--- src/rtl/settle_pkg.sv ---
package settle_pkg;

  typedef enum logic [1:0] {
    ST_IDLE  = 2'd0,
    ST_ARM   = 2'd1,
    ST_COUNT = 2'd2,
    ST_RUN   = 2'd3
  } seq_state_t;

  // Number of frames to settle for a given interface role.
  function automatic int settle_target(input logic is_master, input int m_frames, input int s_frames);
    return is_master ? m_frames : s_frames;
  endfunction

  // Slave start edge polarity: I2S framing starts on a falling edge.
  function automatic logic start_on_fall(input logic i2s);
    return i2s;
  endfunction

endpackage

--- src/rtl/rel_sync.sv ---
module rel_sync #(
  parameter int STAGES = 2
) (
  input  logic clk,
  input  logic async_n,
  output logic rel
);
  logic [STAGES-1:0] sy;

  // Asynchronous assertion, synchronous release.
  always_ff @(posedge clk or negedge async_n) begin
    if (!async_n) sy <= '0;
    else          sy <= {sy[STAGES-2:0], 1'b1};
  end

  assign rel = sy[STAGES-1];
endmodule

--- src/rtl/ws_edge_det.sv ---
module ws_edge_det #(
  parameter int STAGES = 2
) (
  input  logic clk,
  input  logic rst_n,
  input  logic ws_in,
  output logic rise_ev,
  output logic fall_ev
);
  logic [STAGES-1:0] sh;
  logic              prev;
  logic [STAGES:0]   prime;

  always_ff @(posedge clk or negedge rst_n) begin
    if (!rst_n) begin
      sh    <= '0;
      prev  <= 1'b0;
      prime <= '0;
    end else begin
      sh    <= {sh[STAGES-2:0], ws_in};
      prev  <= sh[STAGES-1];
      prime <= {prime[STAGES-1:0], 1'b1};
    end
  end

  // Edges seen while the pipeline is still filling are suppressed.
  assign rise_ev = prime[STAGES] &  sh[STAGES-1] & ~prev;
  assign fall_ev = prime[STAGES] & ~sh[STAGES-1] &  prev;
endmodule

--- src/rtl/frame_counter.sv ---
module frame_counter #(
  parameter int CNT_W = 13
) (
  input  logic             clk,
  input  logic             rst_n,
  input  logic             inc,
  input  logic [CNT_W-1:0] target,
  output logic [CNT_W-1:0] cnt,
  output logic             last
);
  logic at_top;

  assign at_top = (cnt == target);
  assign last   = inc && (cnt == target - 1'b1);

  always_ff @(posedge clk or negedge rst_n) begin
    if (!rst_n)                cnt <= '0;
    else if (inc && !at_top)   cnt <= cnt + 1'b1;
  end
endmodule

--- src/rtl/settle_fsm.sv ---
module settle_fsm
  import settle_pkg::*;
#(
  parameter int CNT_W         = 13,
  parameter int MASTER_FRAMES = 4129,
  parameter int SLAVE_FRAMES  = 4132
) (
  input  logic             clk,
  input  logic             rst_n,
  input  logic             master_mode,
  input  logic             fmt_i2s,
  input  logic             rise_ev,
  input  logic             fall_ev,
  input  logic             last,
  output seq_state_t       state,
  output logic [CNT_W-1:0] target_q,
  output logic             master_q,
  output logic             start_ev,
  output logic             cnt_inc
);
  logic fall_q;

  assign start_ev = fall_q ? fall_ev : rise_ev;
  assign cnt_inc  = (state == ST_COUNT) && rise_ev;

  always_ff @(posedge clk or negedge rst_n) begin
    if (!rst_n) begin
      state    <= ST_IDLE;
      target_q <= '0;
      master_q <= 1'b0;
      fall_q   <= 1'b0;
    end else begin
      unique case (state)
        ST_IDLE: begin
          master_q <= master_mode;
          fall_q   <= start_on_fall(fmt_i2s);
          target_q <= CNT_W'(settle_target(master_mode, MASTER_FRAMES, SLAVE_FRAMES));
          state    <= master_mode ? ST_COUNT : ST_ARM;
        end
        ST_ARM:   if (start_ev) state <= ST_COUNT;
        ST_COUNT: if (last)     state <= ST_RUN;
        ST_RUN:   state <= ST_RUN;
        default:  state <= ST_IDLE;
      endcase
    end
  end
endmodule

--- src/rtl/pwrup_settle_seq.sv ---
module pwrup_settle_seq
  import settle_pkg::*;
#(
  parameter int CNT_W         = 13,
  parameter int SYNC_STAGES   = 2,
  parameter int MASTER_FRAMES = 4129,
  parameter int SLAVE_FRAMES  = 4132
) (
  input  logic clk,
  input  logic sleep_n,
  input  logic ws_in,
  input  logic master_mode,
  input  logic fmt_i2s,
  output logic core_rst_n,
  output logic zero_force,
  output logic ready
);
  logic             rel;
  logic             rise_ev;
  logic             fall_ev;
  logic             start_ev;
  logic             cnt_inc;
  logic             last;
  logic             master_q;
  logic [CNT_W-1:0] target_q;
  logic [CNT_W-1:0] frame_cnt;
  seq_state_t       state;

  rel_sync #(.STAGES(SYNC_STAGES)) u_rel (
    .clk(clk), .async_n(sleep_n), .rel(rel)
  );

  ws_edge_det #(.STAGES(SYNC_STAGES)) u_edge (
    .clk(clk), .rst_n(rel), .ws_in(ws_in),
    .rise_ev(rise_ev), .fall_ev(fall_ev)
  );

  frame_counter #(.CNT_W(CNT_W)) u_cnt (
    .clk(clk), .rst_n(rel), .inc(cnt_inc), .target(target_q),
    .cnt(frame_cnt), .last(last)
  );

  settle_fsm #(
    .CNT_W(CNT_W), .MASTER_FRAMES(MASTER_FRAMES), .SLAVE_FRAMES(SLAVE_FRAMES)
  ) u_fsm (
    .clk(clk), .rst_n(rel), .master_mode(master_mode), .fmt_i2s(fmt_i2s),
    .rise_ev(rise_ev), .fall_ev(fall_ev), .last(last),
    .state(state), .target_q(target_q), .master_q(master_q),
    .start_ev(start_ev), .cnt_inc(cnt_inc)
  );

  assign core_rst_n = (state == ST_COUNT) || (state == ST_RUN);
  assign zero_force = (state != ST_RUN);
  assign ready      = (state == ST_RUN);
endmodule

--- config.mk ---
export PLATFORM = sky130hd
export DESIGN_NAME = pwrup_settle_seq
export DESIGN_NICKNAME = d
export VERILOG_FILES = /design/src/rtl/settle_pkg.sv /design/src/rtl/rel_sync.sv /design/src/rtl/ws_edge_det.sv /design/src/rtl/frame_counter.sv /design/src/rtl/settle_fsm.sv /design/src/rtl/pwrup_settle_seq.sv
export SDC_FILE = /design/constraint.sdc
export NUM_CORES = 1
export LEC_CHECK = 0
export CORE_UTILIZATION = 60
export CTS_BUF_LIST = sky130_fd_sc_hd__clkbuf_4
export CTS_CLUSTER_SIZE = 25
export DETAILED_ROUTE_END_ITERATION = 6
export GPL_TIMING_DRIVEN = 0
export PLACE_DENSITY = 0.82
export SYNTH_ARGS = -nofsm -noshare
export SYNTH_HDL_FRONTEND = slang
export SYNTH_SLANG_ARGS = --single-unit
--- constraint.sdc ---
create_clock -name clk -period 1.2 [get_ports clk]
set_input_delay 0.3 -clock clk [delete_from_list [all_inputs] [get_ports clk]]
set_output_delay 0.3 -clock clk [all_outputs]
set_load 0.02 [all_outputs]
**Yosys cells after proc, flatten, opt, wreduce, memory -nomap -nowiden**

Index checks and enable logic that the tools add are counted.

- Bits in registers: 37
- Output and inout bits: 3
- Bits of input ports: 5
- Word-level logic and storage cells: 37

- Bitwise gates (word level): 6
- Add/subtract/negate cells: 2
- Mux-type cells: 6
- Reductions and logical operators: 7
- Equal/unequal tests: 8

Operators with widths:

| kind | number |
|---|---|
| == test 13 bit | 2 |
| adder 13 x 1 -> 13 bit (second input constant) | 1 |
| subtractor 13 x 1 -> 13 bit (second input constant) | 1 |
| case mux 2 bit (4 select lines) | 1 |
| 2-to-1 mux 2 bit | 3 |
| inequality test 2 bit (second input constant) | 3 |
| AND 1 bit | 4 |
| == test 2 bit (second input constant) | 2 |
| logical AND 1 bit | 3 |
| 2-to-1 mux 3 bit | 1 |
| == test 2 x 1 -> 1 bit (second input constant) | 1 |
| logical NOT 2 bit | 1 |
| inverter 1 bit | 2 |
| AND reduction 2 bit | 1 |
| logical NOT 1 bit | 1 |
| logical OR 1 bit | 1 |
| 2-to-1 mux 1 bit | 1 |

**Longest topological paths before layout**

- Depth in word-level cells: 6
- Gate-level depth with buffers: 7
- Gate-level depth less buffers: 7

**Hierarchy**

A second synthesis with hierarchy kept.

- Cell total of the unflattened synthesis: 188
- Area, all modules: 1795.5 µm²

Modules (own cells, without submodules):

| module | seq. area each (µm²) | area an instance (µm²) | instances | cells each |
|---|---|---|---|---|
| frame_counter | 325.3 | 1204.9 | 1 | 140 |
| settle_fsm | 150.1 | 351.6 | 1 | 33 |
| ws_edge_det | 150.1 | 171.4 | 1 | 9 |
| rel_sync | 50.0 | 53.8 | 1 | 3 |
| pwrup_settle_seq | 0.0 | 13.8 | 1 | 3 |

**Worst setup path after synthesis**

Ideal clock, no wire load.

- Kind: register to register
- Start: reg u_fsm.target_q[0]
- End: reg u_fsm.state[0]
- Buffers on the path: 0
- Clock period less this slack: 1.890 ns
- Slack: -0.690 ns
- Library setup time: 0.095 ns
- Data required time: 1.105 ns
- Data arrival time: 1.795 ns
- Stages on the path, launching flop included: 8
- Cell sequence: dfrtp_1 -> inv_1 -> ha_1 -> inv_1 -> ha_1 -> xor2_1 -> or4_1 -> o31ai_1

- Longest elaborated chain between the ends: 5

RTL lines:

| element | RTL line | source |
|---|---|---|
| from (decl) | settle_fsm.sv:16 | `output logic [CNT_W-1:0] target_q,` |
| from (signal assigned) | settle_fsm.sv:37 | `target_q <= CNT_W'(settle_target(master_mode, MASTER_FRAMES, SLAVE_FRAMES));` |
| subtractor 13 x 1 -> 13 bit | frame_counter.sv:14 | `assign last = inc && (cnt == target - 1'b1);` |
| == test 13 bit | frame_counter.sv:14 |  |
| logical AND 1 bit | frame_counter.sv:14 |  |
| inequality test 2 bit (no line) | - |  |
| AND reduction 2 bit (no line) | - |  |
| to (signal assigned) | settle_fsm.sv:38 | `state <= master_mode ? ST_COUNT : ST_ARM;` |
| to (decl) | settle_fsm.sv:15 | `output seq_state_t state,` |

Every way passes these cells.
A chain may end at the register's enable or synchronous reset.

**Final worst setup path**

Ends and elaborated chain as after synthesis.

==> summary.txt <==
Clock network
  • Buffer depth of the longest clock path: 2
  • Clock sinks: 27
  • CTS clock-pin slew for the worst setup and hold paths: 0.15 ns
  • Clock latency on the worst-skew pair: around 0.32 ns
  • CTS Root Cell: clkbuf_4
  • H-tree levels: 1
  • CTS tree: done
  • CTS Buf Count: 3

Worst setup path
  • Critical register-to-register path startpoint: u_fsm.target_q[0]$_DFFE_PN0N_
  • CP max stage delay: approximately 0.44 ns
  • CP Launch Type: flop
  • Critical Path RT: ~1.4 ns
  • Crit end category: flop
  • Crit-path cells: inv_2 -> ha_4 -> inv_2 -> ha_4 -> xor2_1 -> or4_1 -> o31ai_1
  • CP max stage cell: dfrtp_1
  • Crit path DAT: around 2.1 ns
  • CP max FO: 3
  • CP Class: flop to flop
  • Start point of the critical path: u_fsm.target_q[0]$_DFFE_PN0N_

Global routing
  • Vias in the first global route: between 900 and 1000
  • Largest net degree at the start of global routing: 26
  • Gr ovfl total: 0
  • Gr usage total: 30.2%
  • Initial antenna violation count: 0
  • First-pass GRT wire length: between 4000 and 5000 um

Timing
  • Slew margin rel.: between 30 and 40%
  • Final setup TNS: -5.39 ns
  • Final hold vios: 0
  • PnR worst setup slack: -0.668 ns
  • RSZ-0062 raised after global routing: yes
  • Final worst-path cycle share: 156%
  • Skew final: between 0.003 and 0.004 ns
  • Pins over their slew limit: 0
  • Slew @ Worst Pin: 1.00 ns
  • Minimum clock period: approximately 1.9 ns
  • F_max: between 0.5 and 0.6 GHz
  • Final setup fails: 20

Final layout
  • Final net count: roughly 160
  • Layout cells sized above 1: 37.6%
  • Area grow syn2layout: 37.9%
  • Commonest non-fill, non-tap cell in the layout: dfrtp_1
  • Antenna Cells: 0
  • Most frequent cells in the layout: dfrtp_1 (23), xnor2_1 (12), buf_6 (10), buf_4 (10)

Hold path
  • Hold/Removal Path Class: input port to asynchronous set/reset pin

Power and ir drop
  • Peak VDD IR: around 0.0012 V
  • P per Cell Area: about 800 nW/um^2
  • Overall power: around 1.4 mW
  • Static leakage: between 0.8 and 0.9 nW

Route
  • DRT Wirelength: roughly 3700 um
  • DR WL/cell: 21.2 um
  • DRT Pass-1 Iters: 4
  • Initial DRC Count: 39
  • Vias/cell: ~6.1
  • # DRC: 0
  • Post-route ant nets: 0
  • Via count: between 1000 and 1500

Die
  • IO Count: 8
  • Die area: 2320 sq um
  • Initial core utilization: between 60% and 70%
  • Die Y: roughly 48 um
  • Die width: between 40 and 50 um
  • Core Area: 1980 sq um
  • Cell row count: 16

Logic synthesis
  • Synth top area share: between 50% and 60%
  • Post-Synthesis Cells: around 120
  • Synth cell types: 30
  • Top cells by area, synth: dfrtp_1 (53%), xnor2_1 (10%), ha_1 (3.9%)
  • Dominant cell type by area after synthesis: dfrtp_1
  • Yosys warning total: 0
  • Mean area per synthesized cell: ~11 sq um
  • Mapped Area: 1280 sq um
  • Number of synthesized register bits: 27
  • Register area share after synthesis: between 50% and 60%

Placed design
  • Dpl hpwl: between 1500 and 2000 um
  • Port bufs: 7
  • GPL Wtd Cong: around 0.81

Outcome
  • Outcome: finished with violations
  • Failing checks: setup timing

Run
  • Max Cap Violations: 0
==> worst paths after layout <==
| kind | endpoint | slack (ns) | depth (start not counted) |
|---|---|---|---|
| min in group clk | u_edge.sh[1]$_DFF_PN0_ | 0.37 | 0 |
| min | u_rel.sy[1]$_DFF_PN0_ | 0.11 | 1 |
| max reg2reg | u_fsm.state[0]$_DFFE_PN0P_ | -0.67 | 7 |
| min reg2reg | u_edge.sh[1]$_DFF_PN0_ | 0.37 | 0 |
| max in group asynchronous | u_fsm.target_q[2]$_DFFE_PN0N_ | 0.11 | 0 |
| max | u_fsm.state[0]$_DFFE_PN0P_ | -0.67 | 7 |
==> metrics by stage <==
step	setup slack [ns]	cells	cell area (sq um)	util, %	hold slack (ns)
global placement	-0.571	153	1420	71.8	0.333
CTS	-0.509	175	1700	85.9	0.101
detailed placement	-0.601	153	1420	71.8	0.336
finish	-0.668	176	1770	89.1	0.111
global route	-0.759	176	1770	89.1	0.0895
floorplan	-0.507	119	1320	-	0.00441
==> registers in the layout, indices dropped and copies added (netlist names) <==
name / flops
u_cnt.cnt: 13
u_edge.prime: 3
u_fsm.target_q: 3
u_edge.sh: 2
u_fsm.state: 2
u_rel.sy: 2
u_edge.prev: 1
u_fsm.fall_q: 1
==> cell families after synthesis <==
group	after synthesis	share of synthesized area [%]
xor+xnor	18	12.3
buf+inv	10	3.03
mux	4	3.32
fa+ha+maj	4	3.91
simple gates	43	19.3
compound gates	11	5.08
other cells	1	0.293
flops	27	52.7
==> cell usage after synthesis (all sizes together) <==
master,n
conb,1
mux2,2
nor4,1
o22ai,2
dfrtp,27
buf,1
inv,7
nand4b,1
o21ai,5
ha,4
clkbuf,2
nor4b,1
or4,1
nand3,5
nor3,7
and3b,1
o31ai,1
nand4,3
xnor2,15
a21oi,1
nand2,7
and3,6
xor2,3
nor2,8
o211ai,2
nor3b,2
mux2i,2
==> what timing repair did <==
action | in CTS | in global routing
setup endpoints to repair | 18 | 45
pin swaps | 15 | 10
setup buffers | 18 | 2
endpoints found under the hold margin | 0 | 0
gates resized for setup | 40 | 15
hold buffers | 0 | 0
==> layout make-up <==
class,count,area [sq um]
Buffer,3,22.5
Fill cell,86,215
Clock inverter,1,7.51
Multi-Input combinational cell,82,706
Clock buffer,3,22.5
Tap cell,27,33.8
Timing Repair Buffer,26,268
Sequential cell,27,681
Inverter,7,26.3
==> metal layers <==
| metal | vias up | routed length [um] | global-route usage (%) | share of wire (%) |
|---|---|---|---|---|
| li1 | 468 | - | - | - |
| met1 | 542 | 1530 | 39.3 | 41 |
| met2 | 51 | 1860 | 48.3 | 50 |
| met3 | 13 | 233 | 7.04 | 6.3 |
| met4 | 0 | 112 | 13.3 | 3.0 |
| met5 | - | 0 | 0 | 0 |
==> power by group <==
part	total [mW]	internal, mW	switching [mW]
clock network	0.406	0.127	0.278
logic	0.0404	0.0250	0.0154
registers	0.944	0.923	0.0207
total	1.39	1.08	0.314
==> critical path: cells and delay by family, from the launching register on <==
family | cells | cell delay [ns]
xor gates and xnor gates | 1 | 0.15
adders and majority gates | 2 | 0.39
DFF | 1 | 0.44
AOI/OAI and AO/OA | 1 | 0.23
buffers and inverters | 2 | 0.15
and+or+nand+nor | 1 | 0.42
(Power assumes the default switching activity.)
